--- config.mk ---
export PLATFORM = sky130hd
export DESIGN_NAME = dma_chan_sched
export DESIGN_NICKNAME = d
export VERILOG_FILES = /design/src/rtl/dma_sched_pkg.sv /design/src/rtl/dma_ready_eval.sv /design/src/rtl/dma_prio_pick.sv /design/src/rtl/dma_flow_err.sv /design/src/rtl/dma_chan_sched.sv
export SDC_FILE = /design/constraint.sdc
export NUM_CORES = 1
export LEC_CHECK = 0
export BUFFER_PORTS_ARGS = -buffer_cell sky130_fd_sc_hd__buf_4
export CELL_PAD_IN_SITES_DETAIL_PLACEMENT = 0
export CELL_PAD_IN_SITES_GLOBAL_PLACEMENT = 1
export CORE_AREA = 2 2 130 132
export DETAILED_ROUTE_END_ITERATION = 10
export DIE_AREA = 0 0 132 134
export GPL_TIMING_DRIVEN = 0
export MAX_ROUTING_LAYER = met4
export PLACE_DENSITY_LB_ADDON = 0.25
export REMOVE_ABC_BUFFERS = 1
export SYNTH_ARGS = -nofsm -noshare
export SYNTH_HDL_FRONTEND = slang
export SYNTH_SLANG_ARGS = --single-unit
--- constraint.sdc ---
create_clock -name clk -period 2.3 [get_ports clk]
set_input_delay 0.46 -clock clk [delete_from_list [all_inputs] [get_ports clk]]
set_output_delay 0.46 -clock clk [all_outputs]
set_load 0.02 [all_outputs]
--- src/rtl/dma_sched_pkg.sv ---
package dma_sched_pkg;
  localparam int CFG_W     = 32;
  localparam int SEL_W     = 5;
  localparam int BIT_EN    = 0;
  localparam int SRC_LSB   = 1;
  localparam int DST_LSB   = 6;
  localparam int FLOW_LSB  = 11;
  localparam int BIT_HALT  = 18;

  typedef enum logic [2:0] {
    FLOW_FREE = 3'd0,
    FLOW_DST  = 3'd1,
    FLOW_SRC  = 3'd2,
    FLOW_BOTH = 3'd3
  } flow_e;
endpackage

--- src/rtl/dma_ready_eval.sv ---
module dma_ready_eval
  import dma_sched_pkg::*;
#(
  parameter int NUM_CH  = 8,
  parameter int NUM_REQ = 32
) (
  input  logic [NUM_CH*CFG_W-1:0] cfg_flat,
  input  logic [NUM_REQ-1:0]      req_any,
  output logic [NUM_CH-1:0]       ready,
  output logic [NUM_CH-1:0]       bad_flow
);
  logic [(1<<SEL_W)-1:0] req_ext;
  assign req_ext = (1<<SEL_W)'(req_any);

  for (genvar c = 0; c < NUM_CH; c++) begin : g_ch
    logic [CFG_W-1:0] word;
    logic             elig;
    logic [2:0]       ftype;
    logic             src_hit;
    logic             dst_hit;

    assign word    = cfg_flat[c*CFG_W +: CFG_W];
    assign elig    = word[BIT_EN] & ~word[BIT_HALT];
    assign ftype   = word[FLOW_LSB +: 3];
    assign src_hit = req_ext[word[SRC_LSB +: SEL_W]];
    assign dst_hit = req_ext[word[DST_LSB +: SEL_W]];

    always_comb begin
      ready[c]    = 1'b0;
      bad_flow[c] = elig & ftype[2];
      if (elig) begin
        case (ftype)
          FLOW_FREE: ready[c] = 1'b1;
          FLOW_DST:  ready[c] = dst_hit;
          FLOW_SRC:  ready[c] = src_hit;
          FLOW_BOTH: ready[c] = src_hit & dst_hit;
          default:   ready[c] = 1'b0;
        endcase
      end
    end
  end
endmodule

--- src/rtl/dma_prio_pick.sv ---
module dma_prio_pick #(
  parameter int NUM_CH = 8,
  localparam int IDX_W = $clog2(NUM_CH)
) (
  input  logic [NUM_CH-1:0] cand,
  output logic              found,
  output logic [IDX_W-1:0]  pick
);
  always_comb begin
    found = |cand;
    pick  = '0;
    for (int i = NUM_CH - 1; i >= 0; i--) begin
      if (cand[i]) pick = IDX_W'(i);
    end
  end
endmodule

--- src/rtl/dma_flow_err.sv ---
module dma_flow_err #(
  parameter int NUM_CH = 8
) (
  input  logic              clk,
  input  logic              rst_n,
  input  logic [NUM_CH-1:0] bad_flow,
  output logic [NUM_CH-1:0] err_pulse
);
  logic [NUM_CH-1:0] seen_q, seen_d;
  logic [NUM_CH-1:0] pulse_q, pulse_d;

  always_comb begin
    seen_d  = bad_flow;
    pulse_d = bad_flow & ~seen_q;
  end

  always_ff @(posedge clk or negedge rst_n) begin
    if (!rst_n) begin
      seen_q  <= '0;
      pulse_q <= '0;
    end else begin
      seen_q  <= seen_d;
      pulse_q <= pulse_d;
    end
  end

  assign err_pulse = pulse_q;
endmodule

--- src/rtl/dma_chan_sched.sv ---
module dma_chan_sched
  import dma_sched_pkg::*;
#(
  parameter int NUM_CH  = 8,
  parameter int NUM_REQ = 32,
  localparam int IDX_W  = $clog2(NUM_CH)
) (
  input  logic                    clk,
  input  logic                    rst_n,
  input  logic                    glb_en,
  input  logic [NUM_CH*CFG_W-1:0] chan_cfg,
  input  logic [NUM_REQ-1:0]      req_single,
  input  logic [NUM_REQ-1:0]      req_burst,
  input  logic                    xfer_done,
  output logic                    grant_valid,
  output logic [IDX_W-1:0]        grant_idx,
  output logic [NUM_CH-1:0]       flow_err
);
  logic [NUM_REQ-1:0] req_any;
  logic [NUM_CH-1:0]  ready;
  logic [NUM_CH-1:0]  bad_flow;
  logic               found;
  logic [IDX_W-1:0]   pick;

  logic               valid_q, valid_d;
  logic [IDX_W-1:0]   idx_q;
  logic               idx_en;

  assign req_any = req_single | req_burst;

  dma_ready_eval #(.NUM_CH(NUM_CH), .NUM_REQ(NUM_REQ)) u_ready (
    .cfg_flat (chan_cfg),
    .req_any  (req_any),
    .ready    (ready),
    .bad_flow (bad_flow)
  );

  dma_prio_pick #(.NUM_CH(NUM_CH)) u_pick (
    .cand  (ready),
    .found (found),
    .pick  (pick)
  );

  dma_flow_err #(.NUM_CH(NUM_CH)) u_err (
    .clk       (clk),
    .rst_n     (rst_n),
    .bad_flow  (bad_flow),
    .err_pulse (flow_err)
  );

  always_comb begin
    idx_en  = ~valid_q & glb_en & found;
    valid_d = valid_q;
    if (valid_q) begin
      if (xfer_done) valid_d = 1'b0;
    end else if (idx_en) begin
      valid_d = 1'b1;
    end
  end

  always_ff @(posedge clk or negedge rst_n) begin
    if (!rst_n) begin
      valid_q <= 1'b0;
    end else begin
      valid_q <= valid_d;
    end
  end

  always_ff @(posedge clk or negedge rst_n) begin
    if (!rst_n) begin
      idx_q <= '0;
    end else if (idx_en) begin
      idx_q <= pick;
    end
  end

  assign grant_valid = valid_q;
  assign grant_idx   = idx_q;
endmodule

==> metrics.csv, run 1 <==
metric,value,unit
final core occ,52.52,%
core area,16290,um^2
GRT overflow,0,
Port Buffers,199,
CP max stage delay,500,ps
Setup WS pre-CTS,-1894,ps
crit path max fanout,5,
CP Class,input port to flip-flop,
slew margin rel.,45.59,%
Yosys warnings,0,
Leak Pwr,3.522,nW
clock net sink count,20,
worst-margin pin slew,795.6,ps
total track usage,28.86,%
first-pass GRT wire length,37.81,mm
Min-Delay Path Class,input port to asynchronous set/reset pin,
gp weighted congestion,0.9182,
Die ar.,17690,um^2
synthesized cell area,5589,um^2
Pwr Total,2.470,mW
Worst VDD drop,0.3559,mV
Max Clock Freq,0.3586,GHz
Final Hold Fails,0,
#FFs+latches synth,20,
RSZ-0062 raised after global routing,true,
"Area growth, synth to finish",53.06,%
Post-DRT Antenna Nets,0,
register area share after synthesis,8.955,%
Die Height,134,um
CP Cell Sequence,buf_8 > or2_4 > mux4_2 > a2111oi_4 > a211oi_2 > a311o_1 > and3_4 > a211o_1 > o221a_1 > mux2_4,
antenna violations before repair,0,
layout cells sized above 1,64.83,%
top_reg_cell synth,dfrtp_1,
Vias,6504,
final setup vio count,4,
critical path's slowest cell,mux4_2,
I/O pins,336,
Routed WL per cell,25.81,um
clock tree buffer depth,2,
syn_area_per_cell,10.39,um^2
Die Span X,132,um
PwrDens,288.8,nW/um^2
count of flip-flops with a built-in enable after synthesis,0,
drc violations,0,
vias in the first global route,6470,
worst setup margin,-488.5,ps
diode count,0,
fraction of registers with async set or reset after synthesis,100.0,%
placed cell area,7076,um^2
Gate Count Post-Synth,538,
site row count,47,
crit end category,flip-flop,
# nets final,1104,
Max Cap Viol,0,
Total Neg Setup Slack,-1536,ps
final WL,25.78,mm
post-synthesis cell type count,65,
Finished Cell Area,8554,um^2
Initial Util,34.31,%
"Clk Latency, worst-skew pair",250,ps
Worst Skew,0.6170,ps
first-pass detailed-route iteration total,5,
CTS Buf Count,3,
First DRT Iteration DRCs,697,
Clk Tree Root Cell,clkbuf_16,
startpoint types,input port,
outcome,"finished, violations left",
failing checks,negative setup slack,
Worst EP required,2430,ps
CTS tree,built,
"Arr. time, crit path",2920,ps
dpl hpwl,16.82,mm
Final period util,121.2,%
Tmin final,2788,ps
clock slew at reported path FFs,50,ps
Vias/cell,6.511,
Max H-tree Level,1,
largest net degree at the start of global routing,21,
Max Slew Vio Count,0,
## cell usage after synthesis (4+ instances only)
cell type / count / area (um^2)
mux4_2: 113 / 2545
clkbuf_1: 64 / 240.2
nor2_1: 48 / 180.2
nand2_1: 22 / 82.58
nor3_1: 21 / 105.1
dfrtp_1: 20 / 500.5
inv_1: 20 / 75.07
o21ai_0: 18 / 90.09
mux2i_1: 14 / 140.1
a21oi_1: 13 / 65.06
nor3b_1: 13 / 97.59
a211oi_1: 12 / 90.09
and3b_1: 9 / 78.83
nand3_1: 9 / 45.04
nor2b_1: 9 / 56.30
a2111oi_0: 8 / 70.07
mux2_2: 8 / 90.09
a31oi_1: 7 / 43.79
o2111ai_1: 7 / 61.31
or2_2: 6 / 37.54
a311oi_1: 5 / 43.79
buf_1: 5 / 18.77
nand2b_1: 5 / 31.28
nand4_1: 5 / 31.28
and3_1: 4 / 25.02
buf_2: 4 / 20.02
mux4_1: 4 / 105.1
o221ai_1: 4 / 35.03
## worst max-delay path, delay by kind of cell
family / cells / cell delay (ps)
compound gates: 5 / 1150
buf+inv: 1 / 100
mux: 2 / 760
simple gates: 2 / 440
## power by group
part	switching [mW]	internal [mW]
registers	0.0194	0.389
logic	0.769	0.907
clock network	0.121	0.265
## per-stage QoR
stage | cells | hold slack [ps]
final | 999 | 77.94
after global routing | 999 | 100.5
after CTS | 988 | 87.67
after detailed placement | 882 | 353.7
after global placement | 881 | 346.0
after floorplan | 462 | 164.4
## cell families (layout without fill, tap and decap cells)
| family | count (synthesis) | count (layout) | synth area share (%) |
|---|---|---|---|
| mux | 142 | 142 | 52.88 |
| compound gates | 103 | 103 | 13.72 |
| simple gates | 177 | 181 | 17.37 |
| buf+inv | 96 | 333 | 7.074 |
| flops | 20 | 20 | 8.955 |
## worst paths after layout
path / startpoint / endpoint / depth (start not counted) / slack [ps]
worst max-delay path: req_single[1] / grant_idx[0] / 10 / -490
worst min-delay path: rst_n / u_err.err_pulse[1] / 1 / 80
worst max register to register: grant_valid / grant_idx[0] / 3 / 1110
worst min register to register: u_err.seen_q[4] / u_err.err_pulse[4] / 1 / 390
max in group asynchronous: rst_n / u_err.seen_q[6] / 1 / 2010
min in group clk: u_err.seen_q[4] / u_err.err_pulse[4] / 1 / 390
## registers in the layout, summed over array words and instances, names as in the netlist
| name | flops |
|---|---|
| grant_idx | 3 |
| grant_valid | 1 |
| u_err.err_pulse | 8 |
| u_err.seen_q | 8 |
## placed cells by master, fill, tap and decap left out, drive strengths merged, types with 7 or more instances in the layout
cell type	count
nor3b	13
o2111ai	7
mux4	120
mux2i	14
nand2	22
buf	309
and3b	9
or2	13
inv	20
o21ai	18
nor2b	9
mux2	8
a2111oi	9
nor3	21
a31oi	7
a21oi	13
a211oi	12
dfrtp	20
nor2	52
nand3	9
## area by class of cell
class / instances / area, um^2
Fill cell: 1473 / 7735
Multi-Input combinational cell: 426 / 5071
Timing Repair Buffer: 309 / 2544
Sequential cell: 20 / 500.5
Tap cell: 220 / 275.3
Clock buffer: 4 / 88.84
Inverter: 20 / 75.07
## timing repair
item | CTS | global route
hold buffers | 0 | 0
pin swaps | 50 | 7
setup buffers | 100 | 9
cloned | 2 | 2
setup endpoints to repair | 4 | 4
resized for setup | 85 | 8
## routing by layer
| layer | global-route usage, % | part of all wire [%] | up-vias |
|---|---|---|---|
| li1 | - | - | 2706 |
| met3 | 7.937 | 14 | 93 |
| met4 | 9.903 | 3.6 | 0 |
| met2 | 44.01 | 45 | 556 |
| met5 | - | 0 | - |
| met1 | 37.21 | 38 | 3149 |
No activity file was read; power rests on OpenSTA's default activity.
==> run 2, diff against run 1 <==
Settings changed: ABC_AREA set to 1, CORE_AREA 2 2 130 132 to 2 2 148 150, DIE_AREA 0 0 132 134 to 0 0 150 152, SYNTH_HIERARCHICAL set to 1.
==> run 2 against run 1 <==
Net effect: the run still ends with negative setup slack left; count of clock-buffer cells in the layout shrank 1; global-route usage shrank 0.79 points; non-clock buffer count grew 34; sequential power shrank 2%; maximum frequency grew 15%; die area grew 29%; area after synthesis grew 19%; largest power group unchanged.
==> metrics.csv, run 2 <==
metric,value,unit
Yosys warnings,6,
total track usage,28.07,%
final setup vio count,4,
Initial Util,31.24,%
layout cells sized above 1,32.15,%
share of the synthesized area in the top cell type,29.21,%
CTS Buf Count,3,
"commonest cells after routing, fill and taps aside","nand2_1, nand3_1, buf_4, inv_1, o211ai_1",
# fillers,2430,
Buf/Inv on CP,6,
CP Class,input port to flip-flop,
RSZ-0062 raised after global routing,true,
PwrDens,271.3,nW/um^2
r2r setup slk,1470,ps
Max Cap Viol,0,
leading area contributor after synthesis,nand2_1,
# nets final,1903,
"Clk Latency, worst-skew pair",250,ps
Final Hold Fails,0,
Reg2Reg Depth,4,
cell family with most CP delay,simple AND/OR/NAND/NOR gates,
worst setup margin,-119.3,ps
clock slew at reported path FFs,50,ps
"most common cell after layout, fill and taps aside",nand2_1,
startpoint types,input port,
Die Height,152,um
GRT overflow,0,
Die ar.,22800,um^2
Post-DRT Antenna Nets,0,
Gate Count Post-Synth,1326,
critical path's slowest cell,clkinvlp_4,
Port Buffers,199,
"top cells by area, synth","nand2_1, nand3_1, o211ai_1, dfrtp_1, inv_1",
Leak Pwr,4.796,nW
dpl hpwl,20.26,mm
Tmin final,2419,ps
final WL,32.82,mm
Worst VDD drop,0.2148,mV
final core occ,46.67,%
Final period util,105.2,%
Vias,9941,
Max Clock Freq,0.4133,GHz
clock tree buffer depth,2,
Min-Delay Path Class,input port to asynchronous set/reset pin,
drc violations,0,
Total Neg Setup Slack,-320.8,ps
slew margin rel.,78.67,%
Synth top cells by count,"nand2_1, nand3_1, inv_1",
Max Slew Vio Count,0,
Worst Skew,1.060,ps
first-pass detailed-route iteration total,6,
Sequential cell area,500.5,um^2
clock net sink count,20,
largest net degree at the start of global routing,29,
Routed WL per cell,17.67,um
worst-margin pin slew,319.9,ps
core area,21350,um^2
Worst EP required,2440,ps
diode count,0,
CP max stage delay,230,ps
fraction of registers with async set or reset after synthesis,100.0,%
CTS tree,built,
multi-input combinational cell area,5324,um^2
#FFs+latches synth,20,
gp weighted congestion,0.8726,
crit end category,flip-flop,
"Arr. time, crit path",2560,ps
hold_buf cts,0,
site row count,54,
post-synthesis cell type count,24,
outcome,"finished, violations left",
failing checks,negative setup slack,
antenna violations before repair,0,
count of flip-flops with a built-in enable after synthesis,0,
"Area growth, synth to finish",49.42,%
syn_area_per_cell,5.029,um^2
r2r startpoint,grant_valid,
vias in the first global route,8787,
reg-to-reg endpoint,grant_idx[0],
Clk Tree Root Cell,clkbuf_16,
synthesized cell area,6669,um^2
Vias/cell,5.353,
I/O pins,336,
most numerous cell in the Yosys netlist,nand2_1,
First DRT Iteration DRCs,1149,
Max H-tree Level,1,
"most used cell, CP",nand2_1,
Die Span X,150,um
first-pass GRT wire length,48.76,mm
top_reg_cell synth,dfrtp_1,
CP Cell Sequence,buf_4 > or2_4 > clkinvlp_4 > buf_6 > buf_6 > buf_4 > nand2_1 > o211ai_1 > nand3_1 > nand3_1 > a21oi_1 > nor2_4 > nor2_1 > inv_1 > nand2_1 > nand2_1 > nand2_1 > a21oi_2 > nand4_1 > nand2_2,
crit path max fanout,8,
register area share after synthesis,7.505,%
==> run 2: cell count changes in the layout (fill, tap and decap cells not counted), sizes merged, moves of 12 or more <==
cell / change
inv: +96
o211ai: +68
buf: +34
nand3: +343
mux2i: -14
nor3b: -13
clkinvlp: +24
or2: +20
a21oi: +16
mux4: -120
nor3: -20
nand2: +497
a211oi: -12
==> run 2: worst max-delay path by stage <==
stage | start | slack [ps] | endpoint | depth (start not counted)
final | req_single[3] | -120 | grant_idx[0] | 20
after CTS | req_single[28] | -70 | grant_valid | 18
after floorplan | req_burst[19] | -60 | grant_valid | 16
after global placement | req_burst[31] | -1080 | grant_valid | 17
after detailed placement | req_burst[31] | -1080 | grant_valid | 17
after global routing | req_burst[20] | -210 | grant_idx[0] | 21
==> run 2: kinds of logic after synthesis <==
group                  synth area share, %
AO/OA/AOI/OAI                        11.89
buffers and inverters                18.41
AND/OR/NAND/NOR                      62.20
flip-flops                           7.505
==> run 2: layout make-up <==
cell class | count | share of cell area (%)
multi-input combinational | 1071 | 53.43
timing repair buffer | 343 | 30.78
inverter | 140 | 6.504
sequential | 20 | 5.023
tap | 280 | 3.516
clock buffer | 3 | 0.7534
==> run 2: timing repair <==
item	4_1_cts	5_1_grt
pin swaps	46	64
buffers inserted	128	16
resized for setup	118	75
endpoints found under the setup margin	4	4
==> run 2: where the power goes <==
group | switching, mW | internal, mW | leakage [nW] | total (mW)
clock | 0.120 | 0.229 | 0.0370 | 0.349
combinational | 1.09 | 0.865 | 4.49 | 1.96
sequential | 0.0163 | 0.383 | 0.268 | 0.399
==> run 2: metrics by stage <==
stage          setup WS, ps  std cells  power, mW  hold WS, ps  instance area [um^2]
2_1_floorplan        -63.16       1231      1.168        164.4                  5969
6_report             -119.3       1857      2.704        84.18                  9965
5_1_grt              -206.8       1857      2.887        100.5                  9965
4_1_cts              -66.51       1841      2.581        90.24                  9543
3_3_place_gp          -1077       1710      1.885        356.7                  7814
3_5_place_dp          -1077       1710      1.894        358.2                  7814
==> run 2: layer usage <==
metal  up-vias  track usage (%)  share of wire [%]
met5         -                -                  0
met4         0            8.446                3.4
met3        69            5.075                 12
met2       568            40.36                 43
met1      4471            39.72                 42
li1       4833                -                  -
